**src/rtl/bus_lock_arbiter.sv**
```systemverilog
module bus_lock_arbiter #(
  parameter int N_REQ  = 4,
  parameter int ADDR_W = 4,
  parameter int DATA_W = 32,
  parameter logic [DATA_W-1:0] LOCK_VAL = 1
) (
  input  logic                     clk,
  input  logic                     rst_n,
  input  logic [N_REQ-1:0]         req_valid,
  input  logic [2*N_REQ-1:0]       req_op,
  input  logic [N_REQ*ADDR_W-1:0]  req_addr,
  input  logic [N_REQ*DATA_W-1:0]  req_wdata,
  output logic [N_REQ-1:0]         grant,
  output logic [N_REQ-1:0]         rsp_done,
  output logic [DATA_W-1:0]        rsp_rdata
);
  // N_REQ must be a power of two of at least 2 (pointer wraps by overflow)
  localparam int DEPTH = 1 << ADDR_W;
  localparam int IDX_W = $clog2(N_REQ);
  localparam logic [1:0] OP_WRITE = 2'b01;
  localparam logic [1:0] OP_SWAP  = 2'b10;

  logic [DATA_W-1:0] mem [DEPTH];
  logic [IDX_W-1:0]  last_q, win, idx;
  logic              any;

  always_comb begin
    any = 1'b0;
    win = last_q;
    idx = last_q;
    for (int k = 1; k <= N_REQ; k++) begin
      idx = last_q + IDX_W'(k);
      if (!any && req_valid[idx]) begin
        any = 1'b1;
        win = idx;
      end
    end
  end

  assign grant = any ? (N_REQ'(1) << win) : '0;

  logic [1:0]        win_op;
  logic [ADDR_W-1:0] win_addr;
  logic [DATA_W-1:0] win_wdata, old_word;
  assign win_op    = req_op[win*2 +: 2];
  assign win_addr  = req_addr[win*ADDR_W +: ADDR_W];
  assign win_wdata = req_wdata[win*DATA_W +: DATA_W];
  assign old_word  = mem[win_addr];

  always_ff @(posedge clk or negedge rst_n) begin
    if (!rst_n) begin
      last_q    <= IDX_W'(N_REQ - 1);
      rsp_done  <= '0;
      rsp_rdata <= '0;
      for (int i = 0; i < DEPTH; i++) mem[i] <= '0;
    end else begin
      rsp_done <= grant;
      if (any) begin
        last_q    <= win;
        rsp_rdata <= old_word;
        if (win_op == OP_WRITE)     mem[win_addr] <= win_wdata;
        else if (win_op == OP_SWAP) mem[win_addr] <= LOCK_VAL;
      end
    end
  end

  a_r2_onehot_grant: assert property (@(posedge clk) disable iff (!rst_n)
    $onehot0(grant) && ((grant & ~req_valid) == '0));
  a_r2_no_idle: assert property (@(posedge clk) disable iff (!rst_n)
    (req_valid != '0) |-> (grant != '0));
  a_r4_done_follows: assert property (@(posedge clk) disable iff (!rst_n)
    (grant != '0) |=> (rsp_done == $past(grant)) && (rsp_rdata == $past(old_word)));
  a_r4_done_pulse: assert property (@(posedge clk) disable iff (!rst_n)
    (grant == '0) |=> (rsp_done == '0) && $stable(rsp_rdata));
  a_r5_write_stores: assert property (@(posedge clk) disable iff (!rst_n)
    (any && win_op == OP_WRITE) |=> mem[$past(win_addr)] == $past(win_wdata));
  a_r6_swap_sets: assert property (@(posedge clk) disable iff (!rst_n)
    (any && win_op == OP_SWAP) |=> mem[$past(win_addr)] == LOCK_VAL);
  a_r9_read_keeps: assert property (@(posedge clk) disable iff (!rst_n)
    (any && win_op[0] == win_op[1]) |=> mem[$past(win_addr)] == $past(old_word));
endmodule

```
**config.mk**
```make
export PLATFORM = sky130hd
export DESIGN_NAME = bus_lock_arbiter
export DESIGN_NICKNAME = d
export VERILOG_FILES = /design/src/rtl/bus_lock_arbiter.sv
export SDC_FILE = /design/constraint.sdc
export NUM_CORES = 1
export LEC_CHECK = 0
export BUFFER_PORTS_ARGS = -buffer_cell sky130_fd_sc_hd__buf_4
export CAP_MARGIN = 20
export CELL_PAD_IN_SITES_DETAIL_PLACEMENT = 1
export CELL_PAD_IN_SITES_GLOBAL_PLACEMENT = 1
export CORE_MARGIN = 5
export CORE_UTILIZATION = 45
export CTS_BUF_LIST = sky130_fd_sc_hd__clkbuf_8
export CTS_CLUSTER_SIZE = 25
export DETAILED_ROUTE_END_ITERATION = 16
export HOLD_SLACK_MARGIN = 0.12
export PLACE_DENSITY_LB_ADDON = 0.1
export SLEW_MARGIN = 20
export SYNTH_ARGS = -nofsm -noshare
export SYNTH_HDL_FRONTEND = slang
export SYNTH_SLANG_ARGS = --single-unit
```
**constraint.sdc**
```tcl
create_clock -name clk -period 10.5 [get_ports clk]
set_input_delay 2.1 -clock clk [delete_from_list [all_inputs] [get_ports clk]]
set_output_delay 2.1 -clock clk [all_outputs]
set_load 0.01 [all_outputs]
```
# Yosys cells after proc, flatten, opt, wreduce, memory -nomap -nowiden
# Cells that the tools add are included.
dict set report classes {
  n_addsub 3
  n_lt_le_gt_ge 6
  n_eq_ne 2
  shift 4
  n_mux 25
  n_bitwise 4
  reduce_logical 9
}
# operator count
set ops {}
lappend ops {{$mux W512} 2}
lappend ops {{$bwmux W512} 1}
lappend ops {{$and A496 B496 Y496} 1}
lappend ops {{$not A496 Y496} 1}
lappend ops {{$bmux W32 S4} 1}
lappend ops {{$demux W32 S4} 1}
lappend ops {{$shiftx A128 B8 Y32} 1}
lappend ops {{$mux W32} 3}
lappend ops {{$or A16 B16 Y16} 1}
lappend ops {{$shiftx A16 B5 Y4} 1}
lappend ops {{$lt A2 B3 Y1 const B} 4}
lappend ops {{$bmux W1 S2} 4}
lappend ops {{$mux W1} 8}
lappend ops {{$mux W2} 4}
lappend ops {{$shiftx A8 B4 Y2} 1}
lappend ops {{$ge A5 B5 Y1 const B} 1}
lappend ops {{$lt A5 B1 Y1 const B} 1}
lappend ops {{$not A4 Y5} 1}
lappend ops {{$add A2 B2 Y2 const B} 2}
lappend ops {{$logic_and A1 B1 Y1} 4}
lappend ops {{$mux W4} 1}
lappend ops {{$shl A1 B2 Y4 const A} 1}
lappend ops {{$logic_not A1 Y1} 3}
lappend ops {{$add A2 B1 Y2 const B} 1}
lappend ops {{other kinds (4)} 4}
dict set report word_totals {
  ff_bits 550
  inputBits 158
  out_inout_bits 40
}

# Longest topological paths before layout
# Gate-level depths: netlist of run 1.
dict set report depth {
  ltp_word 23
  ltp_mapped 15
  mapped_depth_nobuf 12
}

# Least setup slack after synthesis of run 1
# Ideal clock, no wire load.
dict set report synth_path {
  kind {input to output}
  start {input port req_valid[3]}
  end {output port grant[0]}
  arrival_ns 3.349
  required_time_ns 8.400
  path_slack_ns 5.051
  cell_stages 5
  path_buffers 1
  path_cell_list {and3b_1 -> o31ai_4 -> inv_2 -> clkbuf_1 -> nor3_1}
}
dict set report synth_between {
  elab_chain_len 14
}
# item line
set synth_rtl {}
lappend synth_rtl {{start, declared} 9} ;# input logic [N_REQ-1:0] req_valid,
lappend synth_rtl {{$bmux W1 S2} 33} ;# if (!any && req_valid[idx]) begin
lappend synth_rtl {{$mux W1 (implied by the code)} 33}
lappend synth_rtl {{$mux W1} 33}
lappend synth_rtl {{$logic_not A1 Y1} 33}
lappend synth_rtl {{$logic_and A1 B1 Y1} 33}
lappend synth_rtl {{$mux W1} 33}
lappend synth_rtl {{$logic_not A1 Y1} 33}
lappend synth_rtl {{$logic_and A1 B1 Y1} 33}
lappend synth_rtl {{$mux W1} 33}
lappend synth_rtl {{$logic_not A1 Y1} 33}
lappend synth_rtl {{$logic_and A1 B1 Y1} 33}
lappend synth_rtl {{$mux W2} 33}
lappend synth_rtl {{$shl A1 B2 Y4} 40} ;# assign grant = any ? (N_REQ'(1) << win) : '0;
lappend synth_rtl {{$mux W4 (*)} 40}
lappend synth_rtl {{end, declared} 13} ;# output logic [N_REQ-1:0] grant,
# Every way passes the cells marked *; elsewhere a longest branch is shown, timed or not. The select of a mux whose other input is x is not followed.

# Final worst setup path of run 1
dict set report layout_path {
  start {input port req_valid[3]}
  end {register mem[232] (netlist name)}
}
dict set report layout_between {
  elab_chain_len 22
}
# item line
set layout_rtl {}
lappend layout_rtl {{$bmux W1 S2} 33}
lappend layout_rtl {{$mux W1 (implied by the code)} 33}
lappend layout_rtl {{$mux W1} 33}
lappend layout_rtl {{$logic_not A1 Y1} 33}
lappend layout_rtl {{$logic_and A1 B1 Y1} 33}
lappend layout_rtl {{$mux W1} 33}
lappend layout_rtl {{$logic_not A1 Y1} 33}
lappend layout_rtl {{$logic_and A1 B1 Y1} 33}
lappend layout_rtl {{[... 6 more ...]} -}
lappend layout_rtl {{$ge A5 B5 Y1 (implied by the code) or $lt A5 B1 Y1 (tied branches)} {61, 62}}
lappend layout_rtl {{$logic_and A1 B1 Y1 (implied by the code)} {61, 62}}
lappend layout_rtl {{$mux W32 (implied by the code)} {61, 62}}
lappend layout_rtl {{$demux W32 S4} {61, 62}}
lappend layout_rtl {{$not A496 Y496 (no line)} -}
lappend layout_rtl {{$and A496 B496 Y496 (no line)} -}
lappend layout_rtl {{$mux W512} 62} ;# else if (win_op == OP_SWAP) mem[win_addr] <= LOCK_VAL;
lappend layout_rtl {{$mux W512} 61} ;# if (win_op == OP_WRITE) mem[win_addr] <= win_wdata;
lappend layout_rtl {{end signal, assigned by index} 61}
lappend layout_rtl {{end, declared} 23} ;# logic [DATA_W-1:0] mem [DEPTH];
# Parallel ways exist; a longest one is shown, timed or not. The select of a mux whose other input is x is not followed.
# A chain may end at the register's enable or synchronous reset.

==> summary by stage, run 1 <==
Status
The run finished with clean final reports.

Global route
The via count of the first global-routing pass came to approximately 23,000. The first global-routing pass estimated between 100,000 and 150,000 microns of wire. The initial antenna violation count came to 0.

For this run, the total global-route usage over all layers was measured as between 20% and 30%. The busiest metal layer after global routing is met2. Entering global routing, the biggest net connects 160 pins. The global routing usage on met2 is 49.7%. Global routing used 38.5% of the available met1 tracks. The remaining global-route overflow is 0. For this run, global-route usage on met3 was measured as approximately 3.8%.

STA
The final setup slack of the worst path is around 4100 ps. The number of max-slew violations in the final report was 0. For the final routed database, the setup TNS stands at 0 ps.

Derived from the worst setup path, the maximum achievable clock frequency is between 150 and 200 MHz. The worst slew margin relative to its limit is between 20% and 30%. The worst clock skew on the final layout is between 30 and 40 ps. The final hold violation count was 0. The final-report setup violation count is 0.

Setup repair after global routing left no endpoint under its margin. The actual transition at the worst max-transition pin is between 1000 and 1500 ps. The share of the clock period used by the worst path after layout is between 60% and 70%. The clock period minus final worst setup slack is ~6400 ps.

Cells and area
The growth of design area from synthesis to finish is 15.3%. The post-layout net count is about 3,000. The final antenna diode count is 0. The library cell used most frequently in the layout, excluding fill and tap cells, is sky130_fd_sc_hd__nand2_1. The number of cells in the finished layout apart from fillers is 3,718.

The number of fill cells is roughly 6,400. The fraction of layout instances using a drive strength above 1 is roughly 15%. The library cells used most frequently in the layout, excluding fill and tap cells, are sky130_fd_sc_hd__nand2_1 (849), sky130_fd_sc_hd__dfrtp_1 (548), sky130_fd_sc_hd__o21ai_0 (487).

Power and ir drop
For this design the ratio of total power to cell area is approximately 360 mW/mm^2. The static leakage is between 0.01 and 0.015 uW. VDD sags by at most between 300 and 400 uV.

Clocking
The tree is rooted in a sky130_fd_sc_hd__clkbuf_8. The H-tree level count is 3. The later pin in the worst-skew pair is clocked with a latency of between 600 and 700 ps. TritonCTS built the clock tree. The number of hold-repair buffers added at the cts stage is 0.

Counting along the longest clock path gives a buffer depth of 3. The total clock buffers created by CTS is 93. In this run the post-CTS setup repair buffer count came out at 0.

In this run, post-CTS repair resized a total of 0 instances. Clock-pin slew was measured on the worst setup and hold paths at 50 ps. Counting every sink on the clock net gives 550.

Flow run
Max-cap violations in this run came to 0.

Worst setup path
The dominant delay contributor by cell family on the critical path is simple AND/OR/NAND/NOR gates. The cell occurring most often along the worst timing path is sky130_fd_sc_hd__buf_4. STA puts the critical path data arrival time at about 6900 ps. For the worst setup path, the data required time is between 10,000 and 15,000 ps. The critical path is of the in -> reg type. The register-to-register setup slack is 5090 ps. The critical path goes through buf_4 > or3_1 > o31ai_4 > buf_4 > inv_2 > mux2i_1 > mux2i_4 > buf_4 > nor2_4 > nand3_2 > buf_4 > nand2_1 > o21ai_0. The startpoint of the most critical register-to-register path is last_q[0]$_DFFE_PN1P_. The launching element of the worst setup path is req_valid[3]. The worst-path maximum fanout is 54. For this run, the slowest stage of the critical path takes approximately 860 ps. The worst setup path is launched from an input port. The worst setup path is captured at a flop. The critical-path cell with the highest stage delay is sky130_fd_sc_hd__nand3_2. The critical path contains buffers and inverters numbering 5 combined.

Routing
In this run, the number of DRC markers left after iteration 0 of detailed routing was approximately 1,300. The total via count in the routed design is ~22,000. After detailed routing, the number of remaining DRC violations is 0.

After detailed routing, the average wire length per cell comes to about 24 microns. Before antenna repair, the detailed router went through 5 iterations. The number of routed nets with antenna violations is 0. The total wirelength of the detailed-routed design is a little under 90,000 microns. The routed via count divided by cell count is 5.84.

Floorplanning
The initial core utilization is between 40 and 50%. For this design the top-level I/O count stands at between 150 and 200. The die boundary width is approximately 250 microns.

The die covers between 0.06 and 0.07 sq mm. After floorplanning, the core was divided into 86 placement rows. In this run the standard cell core region covers 0.0553 sq mm. The floorplan step set the die height to approximately 250 microns.

Logic synthesis
The synthesized area divided by synthesized cell count is ~9 sq um. The cell count after synthesis came out at 2,802. The register bit count reported by yosys is 550.

The distinct cell type count after synthesis is 45. Sequential cells were found to cover 54.6% of the synthesized design area. Yosys printed 0 warnings.

In this run the cell area of the synthesized design comes to 0.0252 sq mm. The number of nets produced by synthesis is 2,961.

Placement
The HPWL after detailed placement is 56,400 microns. The worst setup slack before clock tree synthesis is ~3500 ps. Buffers placed on the I/O ports in this run total just under 200. The placer congestion estimate is between 0.8 and 0.9. The total instance count after detailed placement is between 3,000 and 4,000.

Worst hold path
The worst min-delay path class is reg -> reg. In this run the most critical hold path is launched from mem[23]$_DFFE_PN0P_.
==> worst min-delay path, cell delays in order, from the launching register on <==
cell                      delay (ps)
sky130_fd_sc_hd__dfrtp_1         340
sky130_fd_sc_hd__nand2_1          40
sky130_fd_sc_hd__o21ai_0          60
==> layout make-up <==
class	count	area [sq um]	area share (%)
multi-input combinational	2011	10600	36.4
inverter	3	12.5	0.0430
timing repair buffer	235	1820	6.26
tap	748	936	3.22
clock buffer	126	1730	5.96
clock inverter	45	233	0.800
sequential	550	13800	47.3
==> through the flow <==
stage / hold WS [ps] / util, % / instance area (sq um) / total power [uW]
after detailed placement: 470 / 49.0 / 27100 / 8490
after global routing: 495 / 52.6 / 29100 / 11200
after CTS: 483 / 52.6 / 29100 / 10500
final: 477 / 52.6 / 29100 / 10500
after floorplan: 449 / - / 25200 / 6570
after global placement: 461 / 49.0 / 27100 / 8290
==> cell families (layout without fill, tap and decap cells) <==
logic type	Yosys count	after routing	synth area share, %
flops	550	550	54.6
fa+ha+maj	1	1	0.0496
compound gates	749	749	17.1
buf+inv	241	409	3.99
mux	180	180	7.17
simple gates	1081	1081	17.1
==> registers in the layout, indices dropped and copies added (netlist names) <==
signal     cells
rsp_rdata     32
last_q         2
rsp_done       4
mem          512
==> worst paths after layout <==
path | to | depth (start not counted)
min | mem[23]$_DFFE_PN0P_ | 2
min in group asynchronous | mem[326]$_DFFE_PN0P_ | 1
max in group asynchronous | mem[56]$_DFFE_PN0P_ | 2
max reg2reg | mem[232]$_DFFE_PN0P_ | 12
max | mem[232]$_DFFE_PN0P_ | 13
min reg2reg | mem[23]$_DFFE_PN0P_ | 2
==> metal layers <==
metal,wire (microns),up-vias
li1,-,9811
met1,38300,11200
met2,43800,488
met3,3500,151
met4,2770,0
met5,0,-
==> synth_stat cells (all sizes together) <==
cell | n | area [sq um]
a22oi | 1 | 7.51
mux2 | 3 | 33.8
nand2 | 849 | 3190
buf | 65 | 347
o31ai | 2 | 28.8
a211oi | 2 | 15.0
a221oi | 44 | 410
a22o | 1 | 8.76
nand3 | 176 | 881
nor4 | 2 | 12.5
clkbuf | 173 | 649
dfrtp | 548 | 13700
a21o | 1 | 7.51
a31oi | 14 | 87.6
nor2 | 42 | 170
nand2b | 2 | 12.5
inv | 3 | 11.3
o21ai | 532 | 2660
nor2b | 1 | 6.26
mux2i | 177 | 1780
a2111oi | 21 | 309
nand3b | 1 | 7.51
or4 | 1 | 7.51
a221o | 21 | 210
and3 | 1 | 6.26
ha | 1 | 12.5
dfstp | 2 | 52.6
or3 | 1 | 6.26
a21boi | 1 | 7.51
o21a | 1 | 7.51
and3b | 1 | 8.76
nor3 | 4 | 20.0
a21oi | 108 | 541
==> report_power, final <==
part           internal [uW]  total (uW)  switching, uW
Clock                   1090        2000            904
Sequential              2930        3390            464
Combinational           1450        5110           3660
Note: power is estimated with default switching activity, not from simulation.
==> run 2, diff against run 1 <==
==> constraint.sdc (replaced) <==
create_clock -name clk -period 6.7 [get_ports clk]
set_input_delay 1.34 -clock clk [delete_from_list [all_inputs] [get_ports clk]]
set_output_delay 1.34 -clock clk [all_outputs]
set_load 0.01 [all_outputs]
==> summary by stage, run 2 (same netlist as run 1, synthesis figures left out) <==
Status
Outcome: completed (unchanged).

Power and ir drop
The cell area power density is 563 mW/mm^2 (was 361 mW/mm^2). The static leakage is 0.0138 uW (was 0.0137 uW). The maximum ir drop on the vdd rail is 670 uV (was 365 uV).

Clocking
The quantity of gates resized following cts is 0 (unchanged). The clock input transition at the sequential cells of the worst setup and hold paths came to 60 ps (was 50 ps). The CTS tree is yes (unchanged). The maximum root-to-sink buffer count is 3 (unchanged).

The number of hold-repair buffers added at the cts stage came to 0 (unchanged). The H-tree level count is 3 (unchanged). The total clock buffers created by CTS is 92 (was 93). The clock tree root buffer cell was sky130_fd_sc_hd__clkbuf_8 (unchanged). The worst-skew pair later-pin latency is 700 ps (was 690 ps). The clock sink count is 550 (unchanged). The number of buffers inserted to repair setup after CTS is 0 (unchanged).

Floorplanning
The area of the placeable core is 0.0553 sq mm (unchanged). The y dimension of the die came to 247 microns (unchanged). The total die area is 0.0609 sq mm (unchanged).

The number of core rows came to 86 (unchanged). The top-level port count is 198 (unchanged). The die boundary width is 247 microns (unchanged).

The initial core utilization was 45.6% (unchanged).

Routing
The number of iterations in the first detailed-routing pass is 5 (unchanged). The total wirelength of the detailed-routed design came to 88,500 microns (was 88,400 microns). The number of routed nets with antenna violations is 0 (unchanged).

The post-route DRC violation count was 0 (unchanged). The routed via count divided by cell count is 5.83 (was 5.84). The total via count in the routed design is 21,700 (about the same).

The DRC marker count from the first detailed-route iteration came to 1,319 (was 1,311). The routed wirelength normalized by instance count is 23.7 microns (was 23.8 microns).

Global route
The met3 capacity usage during global routing was 3.91% (was 3.84%). The global routing usage on met2 is 50.3% (was 49.7%). The remaining global-route overflow is 0 (unchanged).

The pin count of the biggest net entering global routing is 160 (unchanged). The via count of the first global-routing pass is 23,400 (was 23,100). The global-route usage over all layers was 29.3% (was 29.1%). The global-route wire length before repair is 139,000 microns (was 137,000 microns). The initial antenna violation count is 1 (was 0). The met1 track utilization from global routing is 38.5% (about the same). The busiest metal layer after global routing is met2 (unchanged).

Cells and area
Top Registers: mem x512, rsp_rdata x32, rsp_done x4 (unchanged). The final antenna diode count was 0 (unchanged). The growth of design area from synthesis to finish was 15.2% (was 15.3%). The register ranked first by flip-flop count was mem (unchanged).

The total area of multi-input combinational cells is 0.0106 sq mm (about the same). The fraction of layout instances using a drive strength above 1 was 14.5% (was 14.8%). The post-layout net count is 3,064 (was 3,053). The leading cell type in the layout, fill and taps excluded is sky130_fd_sc_hd__nand2_1 (unchanged). The register cell area after layout is 0.0138 sq mm (unchanged).

Commonest cells after routing, fill and taps aside: sky130_fd_sc_hd__nand2_1 (849), sky130_fd_sc_hd__dfrtp_1 (548), sky130_fd_sc_hd__o21ai_0 (487) (unchanged). The number of flip-flops under the largest register name came to 512 (unchanged). The number of fill cells was 6,400 (was 6,413).

Worst setup path
The kind of end point of the critical path is a flop (unchanged). The largest stage delay on the critical path is 780 ps (was 860 ps). The critical-path cell with the highest stage delay was sky130_fd_sc_hd__buf_4 (was sky130_fd_sc_hd__nand3_2). The arrival time of the worst setup path is 5380 ps (was 6930 ps). Sequence of cells on the critical path: buf_4 > a21oi_1 > o31ai_4 > inv_2 > mux2i_1 > mux2i_4 > buf_4 > nand2_1 > o21ai_0 > nand2_1 > o21ai_0 (was buf_4 > or3_1 > o31ai_4 > buf_4 > inv_2 > mux2i_1 > mux2i_4 > buf_4 > nor2_4 > nand3_2 > buf_4 > nand2_1 > o21ai_0). The data required time of the critical path is 7290 ps (was 11,000 ps). The depth of the worst register-to-register path is 10 (was 12).

The terminus of the critical flop-to-flop path is mem[22]$_DFFE_PN0P_ (was mem[232]$_DFFE_PN0P_). The register-to-register setup slack was 2070 ps (was 5090 ps). The launching element of the worst setup path is req_valid[0] (was req_valid[3]). The worst-path maximum fanout was 63 (was 54). The startpoint class of the critical path is an input port (unchanged).

The startpoint of the most critical register-to-register path is last_q[1]$_DFFE_PN1P_ (was last_q[0]$_DFFE_PN1P_). The type of the setup path with the least slack is in -> reg (unchanged).

Placement
The placer congestion estimate is 0.843 (was 0.822). The count of buffers from port buffering is 197 (unchanged). The worst setup slack before clock tree synthesis is 1210 ps (was 3500 ps). The placed wire-length estimate after detailed placement is 56,300 microns (was 56,400 microns).

STA
The final-report setup violation count was 0 (unchanged). Unrepaired setup endpoints after global routing: false (unchanged). The total negative slack for setup checks was 0 ps (unchanged). The final setup slack of the worst path is 1910 ps (was 4070 ps). The clock period minus final worst setup slack is ~4800 ps. The final hold violation count is 0 (unchanged). The number of max-slew violations in the final report is 0 (unchanged). The worst clock skew on the final layout is 22.3 ps (was 35.1 ps). The actual transition at the worst max-transition pin is 1250 ps (was 1120 ps). The upper clock frequency limit is 209 MHz. The share of the clock period used by the worst path after layout is 71.5%. The worst slew margin relative to its limit is 16.4% (was 24.9%).

Worst hold path
The number of cells on the worst hold path is 2 (unchanged). The worst min-delay path class was reg -> reg (unchanged). The endpoint of the worst hold-timing path is mem[93]$_DFFE_PN0P_ (was mem[23]$_DFFE_PN0P_). The start point of the worst min-delay path is mem[93]$_DFFE_PN0P_ (was mem[23]$_DFFE_PN0P_).

Flow run
The number of max-capacitance violations reported is 0 (unchanged).
run 2: cell count changes in the layout (fill, tap and decap cells not counted), sizes merged:
cell      before  now
inv           32   48
clkinv        11    6
buf          235  247
clkinvlp       4    5
clkbuf       126  109
run 2: how the worst max path moves through the flow:
| stage | end | slack [ps] | cells past startpoint |
|---|---|---|---|
| 5_1_grt | mem[132]$_DFFE_PN0P_ | 1590 | 11 |
| 2_1_floorplan | mem[292]$_DFFE_PN0P_ | 2330 | 15 |
| 6_report | mem[221]$_DFFE_PN0P_ | 1910 | 11 |
| 4_1_cts | mem[22]$_DFFE_PN0P_ | 1950 | 11 |
| 3_3_place_gp | rsp_rdata[25]$_DFFE_PN0P_ | 1390 | 10 |
| 3_5_place_dp | mem[22]$_DFFE_PN0P_ | 1210 | 11 |
run 2: where the power goes:
group | internal [uW] | total (uW) | switching [uW]
Combinational | 2320 | 8140 | 5820
Clock | 1510 | 2910 | 1400
Sequential | 4590 | 5310 | 728
Total | 8420 | 16400 | 7950
run 2: critical path, delay by kind of cell:
family | cells | cell delay (ps)
AND/OR/NAND/NOR | 2 | 840
buffers and inverters | 3 | 1540
multiplexers | 2 | 600
AO/OA/AOI/OAI | 4 | 1020
run 2: area by class of cell:
type	count	area share (%)
sequential	550	47.4
multi-input combinational	2011	36.4
timing repair buffer	247	6.80
clock buffer	109	5.16
tap	748	3.22
clock inverter	57	0.952
inverter	3	0.0388
run 2: metal layers:
layer / vias up / wire (microns)
li1: 9826 / -
met1: 11200 / 37700
met2: 548 / 44100
met3: 164 / 3850
met4: 0 / 2850
met5: - / 0
run 2: metrics by stage:
stage | util (%) | cell area [sq um] | hold WS [ps] | instances | total power, uW
2_1_floorplan | - | 25200 | 449 | 2802 | 10300
3_3_place_gp | 49.3 | 27300 | 461 | 3559 | 13100
3_5_place_dp | 49.3 | 27300 | 469 | 3559 | 13400
4_1_cts | 52.5 | 29100 | 482 | 3725 | 16400
5_1_grt | 52.5 | 29100 | 497 | 3725 | 17400
6_report | 52.5 | 29100 | 477 | 3725 | 16400
